### src/rtl/lwb_pkg.sv
package lwb_pkg;
  typedef enum logic [1:0] {
    DR_IDLE  = 2'd0,
    DR_ISSUE = 2'd1,
    DR_WAIT  = 2'd2
  } drain_state_e;
endpackage

### src/rtl/lwb_entry.sv
module lwb_entry #(
  parameter int ADDR_W = 8,
  parameter int LINE_W = 32
) (
  input  logic              clk,
  input  logic              rst_n,
  input  logic              load,
  input  logic [ADDR_W-1:0] load_addr,
  input  logic [LINE_W-1:0] load_line,
  output logic              ent_valid,
  output logic [ADDR_W-1:0] ent_addr,
  output logic [LINE_W-1:0] ent_line
);
  always_ff @(posedge clk) begin
    if (!rst_n) begin
      ent_valid <= 1'b0;
      ent_addr  <= '0;
      ent_line  <= '0;
    end else if (load) begin
      ent_valid <= 1'b1;
      ent_addr  <= load_addr;
      ent_line  <= load_line;
    end
  end


  valid_sticky_chk: assert property (@(posedge clk) disable iff (!rst_n)
    ent_valid |=> ent_valid);


  load_capture_chk: assert property (@(posedge clk) disable iff (!rst_n)
    load |=> (ent_valid && ent_addr == $past(load_addr) && ent_line == $past(load_line)));
endmodule

### src/rtl/lwb_drain.sv
module lwb_drain
  import lwb_pkg::*;
(
  input  logic clk,
  input  logic rst_n,
  input  logic accept,
  input  logic mem_wr_done,
  output logic busy,
  output logic idle,
  output logic mem_wr_start
);
  drain_state_e state_q, state_d;

  always_comb begin
    state_d = state_q;
    unique case (state_q)
      DR_IDLE:  if (accept) state_d = DR_ISSUE;
      DR_ISSUE: state_d = DR_WAIT;
      DR_WAIT:  if (mem_wr_done) state_d = DR_IDLE;
      default:  state_d = DR_IDLE;
    endcase
  end

  always_ff @(posedge clk) begin
    if (!rst_n) state_q <= DR_IDLE;
    else        state_q <= state_d;
  end

  assign idle         = (state_q == DR_IDLE);
  assign busy         = !idle;
  assign mem_wr_start = (state_q == DR_ISSUE);


  start_single_chk: assert property (@(posedge clk) disable iff (!rst_n)
    mem_wr_start |=> (!mem_wr_start && busy));


  early_done_chk: assert property (@(posedge clk) disable iff (!rst_n)
    (mem_wr_start && mem_wr_done) |=> busy);


  idle_done_chk: assert property (@(posedge clk) disable iff (!rst_n)
    (idle && !accept && mem_wr_done) |=> idle);
endmodule

### src/rtl/lwb_fwd.sv
module lwb_fwd #(
  parameter int ADDR_W = 8,
  parameter int LINE_W = 32
) (
  input  logic              clk,
  input  logic              rst_n,
  input  logic              rd_valid,
  input  logic [ADDR_W-1:0] rd_addr,
  input  logic              st_take,
  input  logic [ADDR_W-1:0] st_addr,
  input  logic [LINE_W-1:0] st_line,
  input  logic              ent_valid,
  input  logic [ADDR_W-1:0] ent_addr,
  input  logic [LINE_W-1:0] ent_line,
  output logic              rsp_valid,
  output logic              rsp_fwd,
  output logic [LINE_W-1:0] rsp_line
);
  logic              view_valid;
  logic [ADDR_W-1:0] view_addr;
  logic [LINE_W-1:0] view_line;
  logic              match;

  // A store taken this cycle is ordered ahead of the lookup.
  always_comb begin
    if (st_take) begin
      view_valid = 1'b1;
      view_addr  = st_addr;
      view_line  = st_line;
    end else begin
      view_valid = ent_valid;
      view_addr  = ent_addr;
      view_line  = ent_line;
    end
    match = rd_valid && view_valid && (view_addr == rd_addr);
  end

  always_ff @(posedge clk) begin
    if (!rst_n) begin
      rsp_valid <= 1'b0;
      rsp_fwd   <= 1'b0;
      rsp_line  <= '0;
    end else begin
      rsp_valid <= rd_valid;
      rsp_fwd   <= match;
      rsp_line  <= match ? view_line : '0;
    end
  end


  rsp_follows_chk: assert property (@(posedge clk) disable iff (!rst_n)
    rd_valid |=> rsp_valid);


  fwd_needs_rsp_chk: assert property (@(posedge clk) disable iff (!rst_n)
    rsp_fwd |-> rsp_valid);


  miss_zero_line_chk: assert property (@(posedge clk) disable iff (!rst_n)
    !rsp_fwd |-> (rsp_line == '0));
endmodule

### src/rtl/line_write_buffer.sv
module line_write_buffer #(
  parameter int ADDR_W     = 8,
  parameter int WORD_W     = 8,
  parameter int LINE_WORDS = 4,
  localparam int LINE_W    = WORD_W * LINE_WORDS
) (
  input  logic              clk,
  input  logic              rst_n,
  input  logic              st_valid,
  output logic              st_ready,
  input  logic [ADDR_W-1:0] st_addr,
  input  logic [LINE_W-1:0] st_line,
  input  logic              rd_valid,
  input  logic [ADDR_W-1:0] rd_addr,
  output logic              rd_rsp_valid,
  output logic              rd_rsp_fwd,
  output logic [LINE_W-1:0] rd_rsp_line,
  output logic              busy,
  output logic              mem_wr_start,
  output logic [ADDR_W-1:0] mem_wr_addr,
  output logic [LINE_W-1:0] mem_wr_line,
  input  logic              mem_wr_done
);
  logic              take;
  logic              idle;
  logic              ent_valid;
  logic [ADDR_W-1:0] ent_addr;
  logic [LINE_W-1:0] ent_line;

  assign st_ready = idle;
  assign take     = st_valid && idle;

  lwb_entry #(.ADDR_W(ADDR_W), .LINE_W(LINE_W)) u_entry (
    .clk       (clk),
    .rst_n     (rst_n),
    .load      (take),
    .load_addr (st_addr),
    .load_line (st_line),
    .ent_valid (ent_valid),
    .ent_addr  (ent_addr),
    .ent_line  (ent_line)
  );

  lwb_drain u_drain (
    .clk          (clk),
    .rst_n        (rst_n),
    .accept       (take),
    .mem_wr_done  (mem_wr_done),
    .busy         (busy),
    .idle         (idle),
    .mem_wr_start (mem_wr_start)
  );

  lwb_fwd #(.ADDR_W(ADDR_W), .LINE_W(LINE_W)) u_fwd (
    .clk       (clk),
    .rst_n     (rst_n),
    .rd_valid  (rd_valid),
    .rd_addr   (rd_addr),
    .st_take   (take),
    .st_addr   (st_addr),
    .st_line   (st_line),
    .ent_valid (ent_valid),
    .ent_addr  (ent_addr),
    .ent_line  (ent_line),
    .rsp_valid (rd_rsp_valid),
    .rsp_fwd   (rd_rsp_fwd),
    .rsp_line  (rd_rsp_line)
  );

  assign mem_wr_addr = ent_addr;
  assign mem_wr_line = ent_line;


  accept_starts_chk: assert property (@(posedge clk) disable iff (!rst_n)
    (st_valid && st_ready) |=> (mem_wr_start && busy && !st_ready));


  drain_stable_chk: assert property (@(posedge clk) disable iff (!rst_n)
    (busy && !mem_wr_start) |-> ($stable(mem_wr_addr) && $stable(mem_wr_line)));


  stall_hold_chk: assert property (@(posedge clk) disable iff (!rst_n)
    (st_valid && !st_ready) |=> ($stable(mem_wr_addr) && $stable(mem_wr_line)));
endmodule

### config.mk
export PLATFORM = sky130hd
export DESIGN_NAME = line_write_buffer
export DESIGN_NICKNAME = d
export VERILOG_FILES = /design/src/rtl/lwb_pkg.sv /design/src/rtl/lwb_entry.sv /design/src/rtl/lwb_drain.sv /design/src/rtl/lwb_fwd.sv /design/src/rtl/line_write_buffer.sv
export SDC_FILE = /design/constraint.sdc
export NUM_CORES = 1
export LEC_CHECK = 0
export ABC_AREA = 1
export BUFFER_PORTS_ARGS = -buffer_cell sky130_fd_sc_hd__buf_2
export CAP_MARGIN = 20
export CORE_MARGIN = 1.5
export CORE_UTILIZATION = 53
export DETAILED_ROUTE_END_ITERATION = 16
export PLACE_DENSITY = 0.92
export SLEW_MARGIN = 20
export SYNTH_ARGS = -nofsm -noshare
export SYNTH_HDL_FRONTEND = slang
export SYNTH_HIERARCHICAL = 1
export SYNTH_SLANG_ARGS = --single-unit
export TNS_END_PERCENT = 1
### constraint.sdc
create_clock -name clk -period 3.2 [get_ports clk]
set_input_delay 0.32 -clock clk [delete_from_list [all_inputs] [get_ports clk]]
set_output_delay 0.32 -clock clk [all_outputs]
set_load 0.03 [all_outputs]
# After elaboration in Yosys (flattened, before gate mapping)

Index checks and enable logic that the tools add are counted.

Register bits: 77
Bits of input ports: 53
Output and inout bits: 77
Word-level logic and storage cells: 25

Equality and inequality tests: 5
Mux-type cells: 6
Reductions and logical operators: 7

Operators by type and width:

| kind                                           | count |
|---|---|
| 2-to-1 mux 32 bit                              | 1 |
| == test 8 bit                                  | 1 |
| 2-to-1 mux 8 bit                               | 1 |
| case mux 2 bit (3 select lines)                | 1 |
| 2-to-1 mux 2 bit                               | 2 |
| != test 2 bit (second input constant)          | 2 |
| AND reduction 2 bit                            | 2 |
| logical AND 1 bit                              | 3 |
| == test 2 x 1 -> 1 bit (second input constant) | 1 |
| == test 2 bit (second input constant)          | 1 |
| zero test 2 bit                                | 1 |
| zero test 1 bit                                | 1 |
| 2-to-1 mux 1 bit                               | 1 |

# Depth between registers and ports, before layout

Word-level depth: 6
Depth in mapped cells: 13

# By module

The synthesis kept the hierarchy.

Modules (own cells, without submodules):

| module            | times used | cells each | area an instance (µm²) | seq. area each (µm²) |
|---|---|---|---|---|
| lwb_fwd           | 1          | 177        | 1,711.6                | 680.7 |
| lwb_entry         | 1          | 256        | 1,705.4                | 820.8 |
| lwb_drain         | 1          | 13         | 87.6                   | 40.0 |
| line_write_buffer | 1          | 2          | 7.5                    | 0.0 |

# Worst setup path after synthesis

Ideal clock, no wire load.

Kind: register to register
Start point: register u_drain.state_q[0]
End point: register u_fwd.rsp_line[0]
Arrival: 1.801 ns
Slack: 1.326 ns
Stages on the path, launching flop included: 13
Path buffers: 3
Clock period less this slack: 1.874 ns
Cells stage by stage: dfxtp_1 nor2_2 nand2_1 inv_1 buf_6 buf_8 nor2_1 nor2_1 nand2_1 nor2_2 nand3_2 buf_6 nor3_4

Cells in the longest elaborated chain, start to end: 6
Elaborated cells on any way between the ends: 9
Those cells by class: eq/ne: 1; mux: 3; reduce/logical: 5

RTL lines:

| element                                                     | RTL line                | source |
|---|---|---|
| start: declaration                                          | lwb_drain.sv:12         | `drain_state_e state_q, state_d;` |
| start signal: assignment                                    | lwb_drain.sv:26         | `else state_q <= state_d;` |
| zero test 2 bit (*)                                         | lwb_drain.sv:29         | `assign idle = (state_q == DR_IDLE);` |
| via st_ready                                                | line_write_buffer.sv:10 | `output logic st_ready,` |
| logical AND 1 bit (*)                                       | line_write_buffer.sv:31 | `assign take = st_valid && idle;` |
| via take                                                    | line_write_buffer.sv:24 | `logic take;` |
| 2-to-1 mux 8 bit / 2-to-1 mux 1 bit (equally long branches) | lwb_fwd.sv:26           | `if (st_take) begin` |
| == test 8 bit / logical AND 1 bit (equally long branches)   | lwb_fwd.sv:35           | `match = rd_valid && view_valid && (view_addr == rd_addr);` |
| logical AND 1 bit                                           | lwb_fwd.sv:35           |  |
| AND reduction 2 bit (no line)                               | n/a                     |  |
| end signal: assignment                                      | lwb_fwd.sv:46           | `rsp_line <= match ? view_line : '0;` |
| end: declaration                                            | lwb_fwd.sv:17           | `output logic [LINE_W-1:0] rsp_line` |

The timed path passes the listed nets; every way through them passes the cells marked *.
A chain may end at the register's enable or synchronous reset.

# Worst setup path after layout

Start point: register u_drain.state_q[0]
End point: register u_fwd.rsp_line[2]

Cells in the longest elaborated chain, start to end: 6
Elaborated cells on any way between the ends: 9
Those cells by class: eq/ne: 1; mux: 3; reduce/logical: 5

RTL lines:

| element                                                     | RTL line |
|---|---|
| zero test 2 bit (*)                                         | lwb_drain.sv:29 |
| logical AND 1 bit (*)                                       | line_write_buffer.sv:31 |
| via take                                                    | line_write_buffer.sv:24 |
| 2-to-1 mux 8 bit / 2-to-1 mux 1 bit (equally long branches) | lwb_fwd.sv:26 |
| == test 8 bit / logical AND 1 bit (equally long branches)   | lwb_fwd.sv:35 |
| logical AND 1 bit                                           | lwb_fwd.sv:35 |
| AND reduction 2 bit (no line)                               | n/a |

Marks and branches as above.

==> metrics.yaml <==
final_layout:
  synthToLayoutAreaGrowth_pct: 22.2
  drive_above_1_share_pct: 32.8
  nNetsFinal: 621
  diodes: 0
  fill_cells: 524
  post-route-util_pct: 67.2
  final_area_um2: 4290
route:
  via_count: 3130
  avgRoutedWirePerCell_um: 11.5
  dr.pass1.iters: 4
  drt_wl_total_um: 7480
  vias_per_cell: 4.82
  drt_iter0_drc: 126
  drc: 0
  postRouteAntennaNets: 0
floorplanning:
  start_util_pct: 55.0
  core_area_um2: 6390
  ios: 130
  num_rows: 29
  fp.dieArea_um2: 7120
  fp.dieH_um: 84.4
  fp.dieW_um: 84.4
global_routing:
  overflow: 0
  grt_pass1_wl_um: 12300
  grtUsageTotal_pct: 21.0
  antenna_found_initial: 0
  grt_pass1_vias: 2865
  grt_start_max_net_pins: 73
worst_setup_path:
  worst-path-buf-inv: 3
  path_max_fanout: 23
  crit_required_ns: 3.46
  cp_slowest_stage_delay_ns: 0.43
  cp.arrival_ns: 2.54
  crit_chain: "nor2_2, nand2_1, inv_4, inv_2, nand2_1, nand3b_1, nand2_1, nand3_2, buf_12, nor3_2"
  crit_family: "simple AND/OR/NAND/NOR gates"
  endpoint_kind: "flop"
  slowest_stage: "nand3_2"
  crit_type: "reg2reg"
  crit_top_cell: "nand2_1"
  worstSetupStartpointType: "flop"
synthesis:
  postSynth.asyncResetShare_pct: 0
  synthTopCellsByArea: "dfxtp_1 44%, nand2_1 13%, nor2_1 9.4%, mux2i_1 9.1%, nor3_2 7.7%"
  ys.flop_type: "dfxtp_1"
  yosys.area.top_type: "dfxtp_1"
  synth_top_area_share_pct: 43.9
  ys_types: 22
  syn_inst: 448
  synth_seq_area_share_pct: 43.9
  ys_seq_elements: 77
  syn_area_um2: 3510
  syn_nets: 501
  syn_avg_cell_area_um2: 7.84
  ys_warn_count: 6
  synth_edf_count: 0
  yosysMostFrequentCell: "nand2_1"
  synth_common_cells: "120 x nand2_1, 88 x nor2_1, 77 x dfxtp_1"
cts:
  cts.htree.levels: 3
  hold_buffers: 0
  cts_tree: "done"
  cts_made_buffers: 9
  postCtsSetupRepairBufs: 0
  clock_tree.buffer_depth: 2
  clk_latency_ns: 0.34
  numClockSinks: 77
  root_buffer: "clkbuf_8"
  clk_pin_slew_ns: 0.08
  cts_resized: 0
timing:
  finalCritPeriodShare_pct: 71.2
  finalSetupTns_ns: 0
  skew_ns: 0.0117
  worst_slew_pin_slew_ns: 0.798
  maxSlewHeadroom_pct: 46.8
  min_period_ns: 2.28
  grt_setup_unrepaired: "no"
  setup_viol: 0
  hold_violations: 0
  drv_slew: 0
  clock.fmax_mhz: 439
run:
  cap_violations: 0
power:
  powerDensity_nw_per_um2: 542
  peakVddDrop_v: 0.000360
  leakagePower_nw: 2.33
outcome:
  run_status: "completed"
place:
  io_buffers: 129
  hpwl_um: 5250
  gp_congestion: 0.825
  postPlaceCellArea_um2: 4080
worst_hold_path:
  hold_path_class: "in2reg"
[metrics by stage]
step / worst slack (ns) / total power, W / hold WS (ns) / instances
floorplan: 1.33 / 0.00151 / 0.429 / 448
global placement: 0.752 / 0.00160 / 0.437 / 633
detailed placement: 0.582 / 0.00162 / 0.446 / 633
CTS: 0.508 / 0.00235 / 0.205 / 649
global route: 0.694 / 0.00245 / 0.215 / 650
finish: 0.921 / 0.00233 / 0.222 / 650
[layout make-up]
cell class | count | area (um^2) | share of cell area, %
multi-input combinational | 291 | 1540 | 35.9
sequential | 77 | 1540 | 35.9
timing repair buffer | 134 | 708 | 16.5
clock inverter | 6 | 70.1 | 1.63
clock buffer | 10 | 128 | 2.97
tap | 77 | 96.3 | 2.24
inverter | 55 | 209 | 4.87
[registers in the layout (all words and copies together) (netlist names)]
register / flops
u_entry/ent_line: 32
u_fwd/rsp_line: 32
u_entry/ent_addr: 8
u_drain/state_q: 2
u_entry/ent_valid: 1
u_fwd/rsp_fwd: 1
u_fwd/rsp_valid: 1
[cells by family after synthesis]
| group | count (synthesis) | synth area share [%] |
|---|---|---|
| mux | 32 | 9.12 |
| flops | 77 | 43.9 |
| buf+inv | 80 | 12.3 |
| simple gates | 256 | 34.2 |
| compound gates | 3 | 0.499 |
[power breakdown]
group          switching [W]  internal (W)  leakage, nW
Sequential         0.0000432       0.00102        0.631
Combinational       0.000362      0.000181         1.61
Clock               0.000360      0.000366       0.0895
Total               0.000765       0.00156         2.33
[routing by layer]
layer | part of all wire [%] | wire [um] | global-route usage (%)
met4 | 1.4 | 108 | 7.92
met3 | 5.2 | 392 | 4.52
met1 | 43 | 3240 | 24.8
met5 | 0 | 0 | 0
met2 | 50 | 3750 | 37.6
[tightest hold or removal path, cell delays in order]
cell and delay, ns:
buf_2 0.07, nand2_1 0.07, inv_1 0.06
[cell usage in the layout, fill, tap and decap left out, types with 3 or more instances in the layout]
cell / n
nand3_1: 6
mux2i_1: 32
clkbuf_8: 9
dfxtp_1: 77
buf_4: 3
nor3_1: 3
nor2_2: 4
nand3b_1: 3
nand2_1: 120
clkinvlp_4: 3
inv_1: 52
buf_2: 129
nor3_2: 27
nor2_1: 88
[path summary, 6_finish.rpt]
| path | startpoint | endpoint | slack [ns] | cells past startpoint |
|---|---|---|---|---|
| hold reg to reg | u_entry/ent_valid | u_entry/ent_valid | 0.47 | 1 |
| setup reg to reg | u_drain/state_q[0] | u_fwd/rsp_line[2] | 0.92 | 10 |
| hold / removal | rd_valid | u_fwd/rsp_valid | 0.22 | 3 |
| setup / recovery | u_drain/state_q[0] | u_fwd/rsp_line[2] | 0.92 | 10 |
(Power assumes the default switching activity.)
